--- src/rtl/lfl_pkg.sv ---
package lfl_pkg;
  // Index width for a slice counter over 'count' positions.
  function automatic int idx_width(input int count);
    return (count > 1) ? $clog2(count) : 1;
  endfunction
endpackage

--- src/rtl/lfl_delta_codec.sv ---
// Delta coder: subtracts (RESTORE=0) or adds back (RESTORE=1) the base word.
module lfl_delta_codec #(
  parameter int WIDTH   = 64,
  parameter bit RESTORE = 1'b0
) (
  input  logic [WIDTH-1:0] base,
  input  logic [WIDTH-1:0] value,
  input  logic             enable,
  output logic [WIDTH-1:0] result
);
  logic [WIDTH-1:0] folded;

  generate
    if (RESTORE) begin : g_restore
      assign folded = value + base;
    end else begin : g_encode
      assign folded = value - base;
    end
  endgenerate

  assign result = enable ? folded : value;
endmodule

--- src/rtl/lfl_slice_ctr.sv ---
// Slice phase counter: runs 0..DEGREE-1 after a start pulse, then idles.
module lfl_slice_ctr #(
  parameter int DEGREE = 2,
  localparam int IW    = lfl_pkg::idx_width(DEGREE)
) (
  input  logic          clk,
  input  logic          rst_n,
  input  logic          start,
  output logic [IW-1:0] idx,
  output logic          active,
  output logic          last
);
  logic [IW-1:0] idx_q, idx_d;
  logic          active_q, active_d;

  assign last = active_q && (idx_q == IW'(DEGREE - 1));

  always_comb begin
    idx_d    = idx_q;
    active_d = active_q;
    if (start) begin
      idx_d    = '0;
      active_d = 1'b1;
    end else if (last) begin
      idx_d    = '0;
      active_d = 1'b0;
    end else if (active_q) begin
      idx_d    = idx_q + 1'b1;
    end
  end

  always_ff @(posedge clk or negedge rst_n) begin
    if (!rst_n) begin
      idx_q    <= '0;
      active_q <= 1'b0;
    end else begin
      idx_q    <= idx_d;
      active_q <= active_d;
    end
  end

  assign idx    = idx_q;
  assign active = active_q;
endmodule

--- src/rtl/lfl_tx.sv ---
// Sending side: codes the accepted word and emits one lane slice per cycle.
module lfl_tx #(
  parameter int LANES  = 32,
  parameter int DEGREE = 2,
  localparam int WORD  = LANES * DEGREE,
  localparam int IW    = lfl_pkg::idx_width(DEGREE)
) (
  input  logic             clk,
  input  logic             rst_n,
  input  logic             delta_en,
  input  logic             in_valid,
  input  logic [WORD-1:0]  in_word,
  output logic             in_ready,
  output logic [LANES-1:0] lane_data,
  output logic             lane_start,
  output logic             lane_delta
);
  logic [IW-1:0]    idx;
  logic             active, last, accept;
  logic [WORD-1:0]  code_w;
  logic [WORD-1:0]  code_q, code_d;
  logic [WORD-1:0]  prev_q, prev_d;
  logic             mode_q, mode_d;
  logic [LANES-1:0] slice;

  assign in_ready = !active || last;
  assign accept   = in_valid && in_ready;

  lfl_slice_ctr #(.DEGREE(DEGREE)) u_ctr (
    .clk    (clk),
    .rst_n  (rst_n),
    .start  (accept),
    .idx    (idx),
    .active (active),
    .last   (last)
  );

  lfl_delta_codec #(.WIDTH(WORD), .RESTORE(1'b0)) u_enc (
    .base   (prev_q),
    .value  (in_word),
    .enable (delta_en),
    .result (code_w)
  );

  always_comb begin
    code_d = code_q;
    prev_d = prev_q;
    mode_d = mode_q;
    if (accept) begin
      code_d = code_w;
      prev_d = in_word;
      mode_d = delta_en;
    end
  end

  always_ff @(posedge clk or negedge rst_n) begin
    if (!rst_n) begin
      code_q <= '0;
      prev_q <= '0;
      mode_q <= 1'b0;
    end else if (accept) begin
      code_q <= code_d;
      prev_q <= prev_d;
      mode_q <= mode_d;
    end
  end

  always_comb begin
    slice = '0;
    for (int k = 0; k < DEGREE; k++) begin
      if (idx == IW'(k)) slice = code_q[k*LANES +: LANES];
    end
  end

  assign lane_data  = active ? slice : '0;
  assign lane_start = active && (idx == '0);
  assign lane_delta = mode_q;
endmodule

--- src/rtl/lfl_rx.sv ---
// Receiving side: gathers slices, restores delta-coded words, flags each word.
module lfl_rx #(
  parameter int LANES  = 32,
  parameter int DEGREE = 2,
  localparam int WORD  = LANES * DEGREE,
  localparam int IW    = lfl_pkg::idx_width(DEGREE)
) (
  input  logic             clk,
  input  logic             rst_n,
  input  logic [LANES-1:0] lane_data,
  input  logic             lane_start,
  input  logic             lane_delta,
  output logic             out_valid,
  output logic [WORD-1:0]  out_word
);
  logic [WORD-1:0] acc_q, acc_d;
  logic [WORD-1:0] recon_q, recon_d;
  logic [WORD-1:0] word_q, word_d;
  logic [WORD-1:0] restored;
  logic [IW-1:0]   idx_q, idx_d, slot;
  logic            busy_q, busy_d;
  logic            mode_q, mode_d, eff_mode;
  logic            valid_d, valid_q;
  logic            taking, finish;

  assign slot     = lane_start ? '0 : idx_q;
  assign taking   = lane_start || busy_q;
  assign finish   = taking && (slot == IW'(DEGREE - 1));
  assign eff_mode = lane_start ? lane_delta : mode_q;

  always_comb begin
    acc_d = acc_q;
    for (int k = 0; k < DEGREE; k++) begin
      if (taking && slot == IW'(k)) acc_d[k*LANES +: LANES] = lane_data;
    end
  end

  lfl_delta_codec #(.WIDTH(WORD), .RESTORE(1'b1)) u_dec (
    .base   (recon_q),
    .value  (acc_d),
    .enable (eff_mode),
    .result (restored)
  );

  always_comb begin
    idx_d   = idx_q;
    busy_d  = busy_q;
    mode_d  = mode_q;
    recon_d = recon_q;
    word_d  = word_q;
    valid_d = 1'b0;
    if (lane_start) mode_d = lane_delta;
    if (taking) begin
      busy_d = !finish;
      idx_d  = finish ? '0 : slot + 1'b1;
    end
    if (finish) begin
      recon_d = restored;
      word_d  = restored;
      valid_d = 1'b1;
    end
  end

  always_ff @(posedge clk or negedge rst_n) begin
    if (!rst_n) begin
      acc_q <= '0;
    end else if (taking) begin
      acc_q <= acc_d;
    end
  end

  always_ff @(posedge clk or negedge rst_n) begin
    if (!rst_n) begin
      recon_q <= '0;
      word_q  <= '0;
    end else if (finish) begin
      recon_q <= recon_d;
      word_q  <= word_d;
    end
  end

  always_ff @(posedge clk or negedge rst_n) begin
    if (!rst_n) begin
      idx_q   <= '0;
      busy_q  <= 1'b0;
      mode_q  <= 1'b0;
      valid_q <= 1'b0;
    end else begin
      idx_q   <= idx_d;
      busy_q  <= busy_d;
      mode_q  <= mode_d;
      valid_q <= valid_d;
    end
  end

  assign out_valid = valid_q;
  assign out_word  = word_q;
endmodule

--- src/rtl/lane_fold_link.sv ---
// Top: sender and receiver joined by the lane, start and mode wires.
module lane_fold_link #(
  parameter int LANES  = 32,
  parameter int DEGREE = 2,
  localparam int WORD  = LANES * DEGREE
) (
  input  logic             clk,
  input  logic             rst_n,
  input  logic             delta_en,
  input  logic             in_valid,
  input  logic [WORD-1:0]  in_word,
  output logic             in_ready,
  output logic [LANES-1:0] lane_data,
  output logic             lane_start,
  output logic             lane_delta,
  output logic             out_valid,
  output logic [WORD-1:0]  out_word
);
  lfl_tx #(.LANES(LANES), .DEGREE(DEGREE)) u_tx (
    .clk        (clk),
    .rst_n      (rst_n),
    .delta_en   (delta_en),
    .in_valid   (in_valid),
    .in_word    (in_word),
    .in_ready   (in_ready),
    .lane_data  (lane_data),
    .lane_start (lane_start),
    .lane_delta (lane_delta)
  );

  lfl_rx #(.LANES(LANES), .DEGREE(DEGREE)) u_rx (
    .clk        (clk),
    .rst_n      (rst_n),
    .lane_data  (lane_data),
    .lane_start (lane_start),
    .lane_delta (lane_delta),
    .out_valid  (out_valid),
    .out_word   (out_word)
  );
endmodule

--- config.mk ---
export PLATFORM = sky130hd
export DESIGN_NAME = lane_fold_link
export DESIGN_NICKNAME = d
export VERILOG_FILES = /design/src/rtl/lfl_pkg.sv /design/src/rtl/lfl_delta_codec.sv /design/src/rtl/lfl_slice_ctr.sv /design/src/rtl/lfl_tx.sv /design/src/rtl/lfl_rx.sv /design/src/rtl/lane_fold_link.sv
export SDC_FILE = /design/constraint.sdc
export NUM_CORES = 1
export LEC_CHECK = 0
export BUFFER_PORTS_ARGS = -buffer_cell sky130_fd_sc_hd__buf_2
export CAP_MARGIN = 5
export CORE_AREA = 3 3 187 189
export DETAILED_ROUTE_END_ITERATION = 16
export DIE_AREA = 0 0 190 192
export PLACE_DENSITY = 0.77
export REMOVE_ABC_BUFFERS = 1
export SKIP_LAST_GASP = 1
export SLEW_MARGIN = 20
export SYNTH_ARGS = -nofsm -noshare
export SYNTH_HDL_FRONTEND = slang
export SYNTH_SLANG_ARGS = --single-unit
--- constraint.sdc ---
create_clock -name clk -period 9.3 [get_ports clk]
set_input_delay 0.93 -clock clk [delete_from_list [all_inputs] [get_ports clk]]
set_output_delay 0.93 -clock clk [all_outputs]
set_load 0.03 [all_outputs]
==> results.py, run 1 <==
metrics = {
    "cts": {
        "postCtsSetupRepairBufs": 0,
        "cts-hold-fix-buffers": 0,
        "cts_buffers": 30,
        "cts.sinks": 262,
        "tritoncts": "done",
        "clk_pin_slew_worst_paths_ns": 0.06,
        "htree_levels": 1,
        "cts_resized": 0,
        "root_buffer": "clkbuf_16",
        "clock_latency_ns": 0.61,
        "clk_path_buf_depth": 3,
    },
    "placed_design": {
        "routabilityCongestion": 0.991,
        "hpwlAfterDp_um": 44300,
        "io_buffers": 167,
    },
    "setup_path": {
        "cp.required_ns": 9.74,
        "worst_setup_path_start_kind": "flip-flop",
        "cp-startpoint": "u_tx.u_ctr.active",
        "worstPathArrival_ns": 6.98,
        "cp_max_fo": 65,
        "r2r-start": "u_tx.u_ctr.active",
        "critPathKind": "reg -> reg",
        "worst_setup_path_end_kind": "flip-flop",
    },
    "drt": {
        "vias": 18000,
        "wl_um": 59300,
        "drt-vias-per-instance": 6.04,
        "postRouteAntennaNets": 0,
        "wl_per_cell_um": 19.9,
        "dr.first_iter.drc_count": 1290,
        "route.detailed.drc": 0,
        "first_pass_iters": 7,
    },
    "synthesis": {
        "syn_area_um2": 19300,
        "yosysUniqueCellTypes": 74,
        "ys_seq_area_share_pct": 34.0,
        "avgSynthCellArea_um2": 7.96,
        "synth_ff_type": "dfrtp_1",
        "syn_inst": 2420,
        "yosysTopAreaCell": "dfrtp_1",
        "yosysTopAreaCellShare_pct": 34.0,
        "synth-async-reset-ratio_pct": 100,
        "ys_seq_elements": 262,
        "ys_top_cells_by_area": "dfrtp_1 34%, o21ai_0 8.9%, ha_1 8.6%",
        "synth-edff-count": 0,
        "synth_common_cells": "398 x nand2_1, 341 x o21ai_0, 262 x dfrtp_1, 238 x a21oi_1, 153 x nor2_1",
        "synth_warnings": 0,
        "yosysMostFrequentCell": "nand2_1",
    },
    "timing": {
        "worst_pin_slew_ns": 1.01,
        "finalCritPeriodShare_pct": 70.3,
        "skew_ns": 0.0283,
        "max_slew_margin_pct": 32.9,
        "timing.fmax_mhz": 153,
        "whs_ns": 0.403,
        "fin_setup_tns_ns": 0,
        "period_minus_slack_ns": 6.54,
        "rsz0062_at_grt": "false",
        "slew_viol_final": 0,
        "finalSetupViolations": 0,
        "hold_viol_final": 0,
    },
    "global_route": {
        "grt_pass1_wl_um": 94800,
        "grt_max_degree": 156,
        "grt.total_usage_pct": 32.4,
        "gr-total-overflow": 0,
        "antenna_found_initial": 1,
        "grt_pass1_vias": 17800,
    },
    "layout": {
        "multiInputGateArea_um2": 11700,
        "diodes": 0,
        "drive_above_1_share_pct": 12.2,
        "num-fill-cells": 2975,
        "nets": 2708,
        "regArea_um2": 6560,
        "syn_to_final_growth_pct": 10.9,
    },
    "die": {
        "dieArea_um2": 36500,
        "die_x_um": 190,
        "fp-row-count": 67,
        "ios": 168,
        "die_height_um": 192,
        "coreArea_um2": 33400,
        "initial_core_util_pct": 57.6,
    },
    "run_status": {
        "status": "completed",
    },
    "hold_path": {
        "hold_path_class": "in -> async",
    },
    "job": {
        "max_cap_viol_count": 0,
    },
}
[state kept, by name (all words and copies together) (netlist names)]
signal             cells
u_tx.prev_q           64
u_rx.out_valid         1
u_tx.lane_delta        1
u_rx.acc_q            63
u_rx.out_word         64
u_tx.u_ctr.active      1
u_tx.u_ctr.idx         1
u_tx.code_q           64
u_rx.mode_q            1
u_rx.busy_q            1
u_rx.idx_q             1
[metal layers]
layer,share of wire (%),global-route usage (%),up-vias
met2,49,56.6,578
met3,5.7,3.81,125
met1,43,42.3,8580
met4,3.0,9.47,2
li1,-,-,8685
met5,0.012,0,-
[cells by family (layout without fill, tap and decap cells)]
kind of cell / after synthesis / after routing / synth area share (%)
AOI/OAI and AO/OA: 817 / 817 / 24.8
xor gates and xnor gates: 108 / 108 / 4.91
adders and majority gates: 135 / 135 / 8.84
buffers and inverters: 254 / 363 / 5.45
DFF: 262 / 262 / 34.0
muxes: 91 / 91 / 5.01
and+or+nand+nor: 753 / 753 / 17.0
[through the flow]
| step | setup slack, ns | utilization (%) | area (um2) | cells |
|---|---|---|---|---|
| detailed placement | 2.78 | 60.6 | 20300 | 2921 |
| CTS | 2.73 | 63.9 | 21400 | 2977 |
| global route | 2.30 | 63.9 | 21400 | 2977 |
| finish | 2.76 | 63.9 | 21400 | 2977 |
| global placement | 3.06 | 60.6 | 20300 | 2921 |
| floorplan | 0.783 | - | 18700 | 2286 |
[layout by cell type (no fill, tap or decap), types with 17 or more instances in the layout]
| master | count |
|---|---|
| ha_1 | 133 |
| mux2_2 | 43 |
| buf_2 | 166 |
| a21oi_1 | 237 |
| o211ai_1 | 17 |
| nor2b_1 | 20 |
| a31oi_1 | 19 |
| o21ai_0 | 341 |
| buf_4 | 19 |
| a211oi_1 | 17 |
| nand4_1 | 38 |
| a21o_1 | 72 |
| nand3_1 | 32 |
| o21bai_1 | 31 |
| mux2i_1 | 47 |
| nand2_1 | 397 |
| inv_1 | 118 |
| nor3_1 | 36 |
| nand2b_1 | 17 |
| xnor2_1 | 61 |
| xor2_1 | 47 |
| dfrtp_1 | 262 |
| nor2_1 | 153 |
| clkbuf_16 | 30 |
| and3_1 | 19 |
[layout make-up]
cell class                 instances  area share (%)
clock buffer                      44            4.18
clock inverter                    12           0.907
inverter                         120            2.11
multi-input combinational       1904            54.8
sequential                       262            30.7
tap                              448            2.62
timing repair buffer             187            4.72
[worst max-delay path, cell delays in order, from the launching register on]
cell	delay (ns)
dfrtp_1	0.91
nand2b_1	0.39
inv_1	0.30
a21oi_4	0.04
buf_4	0.29
inv_1	0.80
mux2_2	0.45
ha_1	0.30
a211oi_1	0.34
o21bai_1	0.21
a211oi_1	0.34
o21ai_1	0.23
a21oi_1	0.63
o221a_2	0.40
o31ai_1	0.17
a41oi_1	0.30
xor2_1	0.16
o21ai_0	0.09
[path summary, 6_finish.rpt]
path | endpoint | slack (ns) | depth (start not counted)
max | u_rx.out_word[61] | 2.76 | 17
min | u_rx.out_word[7] | 0.40 | 1
max reg2reg | u_rx.out_word[61] | 2.76 | 17
min reg2reg | u_rx.acc_q[42] | 0.47 | 2
max in group asynchronous | u_tx.prev_q[57] | 7.56 | 2
min in group clk | u_rx.acc_q[42] | 0.47 | 2
Power of run 1 is not shown: default switching activity piles up to over one toggle a cycle in this logic, so the estimate is an artifact.
==> run 2: changes to the inputs <==
--- a/config.mk
+++ b/config.mk
@@ -7,10 +7,10 @@
 export LEC_CHECK = 0
 export BUFFER_PORTS_ARGS = -buffer_cell sky130_fd_sc_hd__buf_2
 export CAP_MARGIN = 5
-export CORE_AREA = 3 3 187 189
+export CORE_AREA = 3 3 192 194
 export DETAILED_ROUTE_END_ITERATION = 16
-export DIE_AREA = 0 0 190 192
-export PLACE_DENSITY = 0.77
+export DIE_AREA = 0 0 195 197
+export PLACE_DENSITY = 0.76
 export REMOVE_ABC_BUFFERS = 1
 export SKIP_LAST_GASP = 1
 export SLEW_MARGIN = 20
==> constraint.sdc (replaced) <==
create_clock -name clk -period 5.7 [get_ports clk]
set_input_delay 0.57 -clock clk [delete_from_list [all_inputs] [get_ports clk]]
set_output_delay 0.57 -clock clk [all_outputs]
set_load 0.03 [all_outputs]
==> results.py, run 2 (synthesis gave the netlist of run 1 again) <==
metrics = {
    "global_route": {
        "grt_pass1_wl_um": 95800,
        "grt_max_degree": 141,
        "antenna_found_initial": 1,
        "gr-total-overflow": 0,
        "grt_pass1_vias": 17800,
        "grt.total_usage_pct": 30.6,
    },
    "timing": {
        "skew_ns": 0.0157,
        "whs_ns": 0.223,
        "finalSetupViolations": 0,
        "slew_viol_final": 0,
        "period_minus_slack_ns": 5.19,
        "finalCritPeriodShare_pct": 91.0,
        "rsz0062_at_grt": "false",
        "worst_pin_slew_ns": 1.11,
        "timing.fmax_mhz": 193,
        "hold_viol_final": 0,
        "max_slew_margin_pct": 25.7,
    },
    "drt": {
        "postRouteAntennaNets": 0,
        "first_pass_iters": 5,
        "wl_um": 59900,
        "dr.first_iter.drc_count": 1177,
        "wl_per_cell_um": 20.0,
        "drt-vias-per-instance": 6.04,
        "route.detailed.drc": 0,
        "vias": 18100,
    },
    "setup_path": {
        "cp.required_ns": 6.17,
        "cp_max_fo": 64,
        "worst_setup_path_end_kind": "flip-flop",
        "critPathKind": "reg -> reg",
        "cp-startpoint": "u_tx.u_ctr.idx",
        "worstPathArrival_ns": 5.66,
        "r2r-start": "u_tx.u_ctr.idx",
        "worst_setup_path_start_kind": "flip-flop",
    },
    "job": {
        "max_cap_viol_count": 0,
    },
    "die": {
        "ios": 168,
        "coreArea_um2": 35400,
        "die_x_um": 195,
        "dieArea_um2": 38400,
        "fp-row-count": 69,
        "die_height_um": 197,
        "initial_core_util_pct": 54.4,
    },
    "cts": {
        "cts-hold-fix-buffers": 0,
        "cts_resized": 0,
        "tritoncts": "done",
        "clk_path_buf_depth": 3,
        "cts_buffers": 31,
        "clock_latency_ns": 0.59,
        "cts.sinks": 262,
        "postCtsSetupRepairBufs": 0,
        "root_buffer": "clkbuf_16",
        "htree_levels": 1,
        "clk_pin_slew_worst_paths_ns": 0.06,
    },
    "layout": {
        "final_cells": 2990,
        "final_cell_mix": "397 x nand2_1, 341 x o21ai_0, 262 x dfrtp_1, 237 x a21oi_1, 166 x buf_2",
        "layout_commonest_cell": "nand2_1",
        "syn_to_final_growth_pct": 11.0,
        "diodes": 0,
        "drive_above_1_share_pct": 12.1,
        "nets": 2711,
    },
    "placed_design": {
        "io_buffers": 167,
        "dp.cells": 2934,
        "hpwlAfterDp_um": 44700,
        "routabilityCongestion": 0.973,
    },
    "hold_path": {
        "min_from": "in_word[2]",
        "hold_path_class": "in -> reg",
    },
    "run_status": {
        "status": "completed",
    },
}
run 2: layout make-up:
type,instances,area [um2]
sequential,262,6560
tap,461,577
inverter,120,450
clock buffer,41,863
multi-input combinational,1904,11700
clock inverter,13,174
fill,3251,14000
timing repair buffer,189,1060
run 2: per-layer routing:
| layer | vias up | wire length [um] | global-route usage [%] |
|---|---|---|---|
| met5 | - | 13 | 0 |
| met4 | 2 | 1710 | 8.66 |
| met3 | 114 | 3450 | 3.01 |
| met2 | 609 | 29000 | 53.8 |
| met1 | 8629 | 25800 | 40.4 |
| li1 | 8703 | - | - |
run 2: worst paths after layout:
check	slack [ns]	end	cells after the start
setup / recovery	0.51	u_rx.out_word[63]	16
max in group asynchronous	4.14	u_tx.prev_q[24]	3
min in group asynchronous	0.44	u_rx.out_word[6]	2
hold / removal	0.22	u_tx.prev_q[2]	3
hold reg to reg	0.47	u_rx.acc_q[23]	2
setup reg to reg	0.51	u_rx.out_word[63]	16
run 2: critical path, cell delays in order (launching register included):
cell and delay, ns:
dfrtp_1 0.37, nand2b_1 0.34, inv_1 0.20, a21oi_4 0.16, buf_4 0.47, o21ai_0 0.26
ha_1 0.47, o211ai_1 0.15, a2111oi_0 0.40, o21ai_0 0.26, a21oi_1 0.37, o2111ai_1 0.18
a211oi_1 0.53, nor3_1 0.18, nand2b_1 0.22, a221o_1 0.33, o211a_1 0.13
run 2: per-stage QoR:
stage | setup WS [ns] | instance area [um2] | TNS [ns] | utilization, %
CTS | 0.622 | 21400 | 0 | 60.3
global route | 0.0534 | 21400 | 0 | 60.4
finish | 0.514 | 21400 | 0 | 60.4
floorplan | -2.82 | 18700 | -135.73 | -
global placement | 0.872 | 20300 | 0 | 57.4
detailed placement | 0.645 | 20300 | 0 | 57.4
Power of run 2 is left out for the same reason.
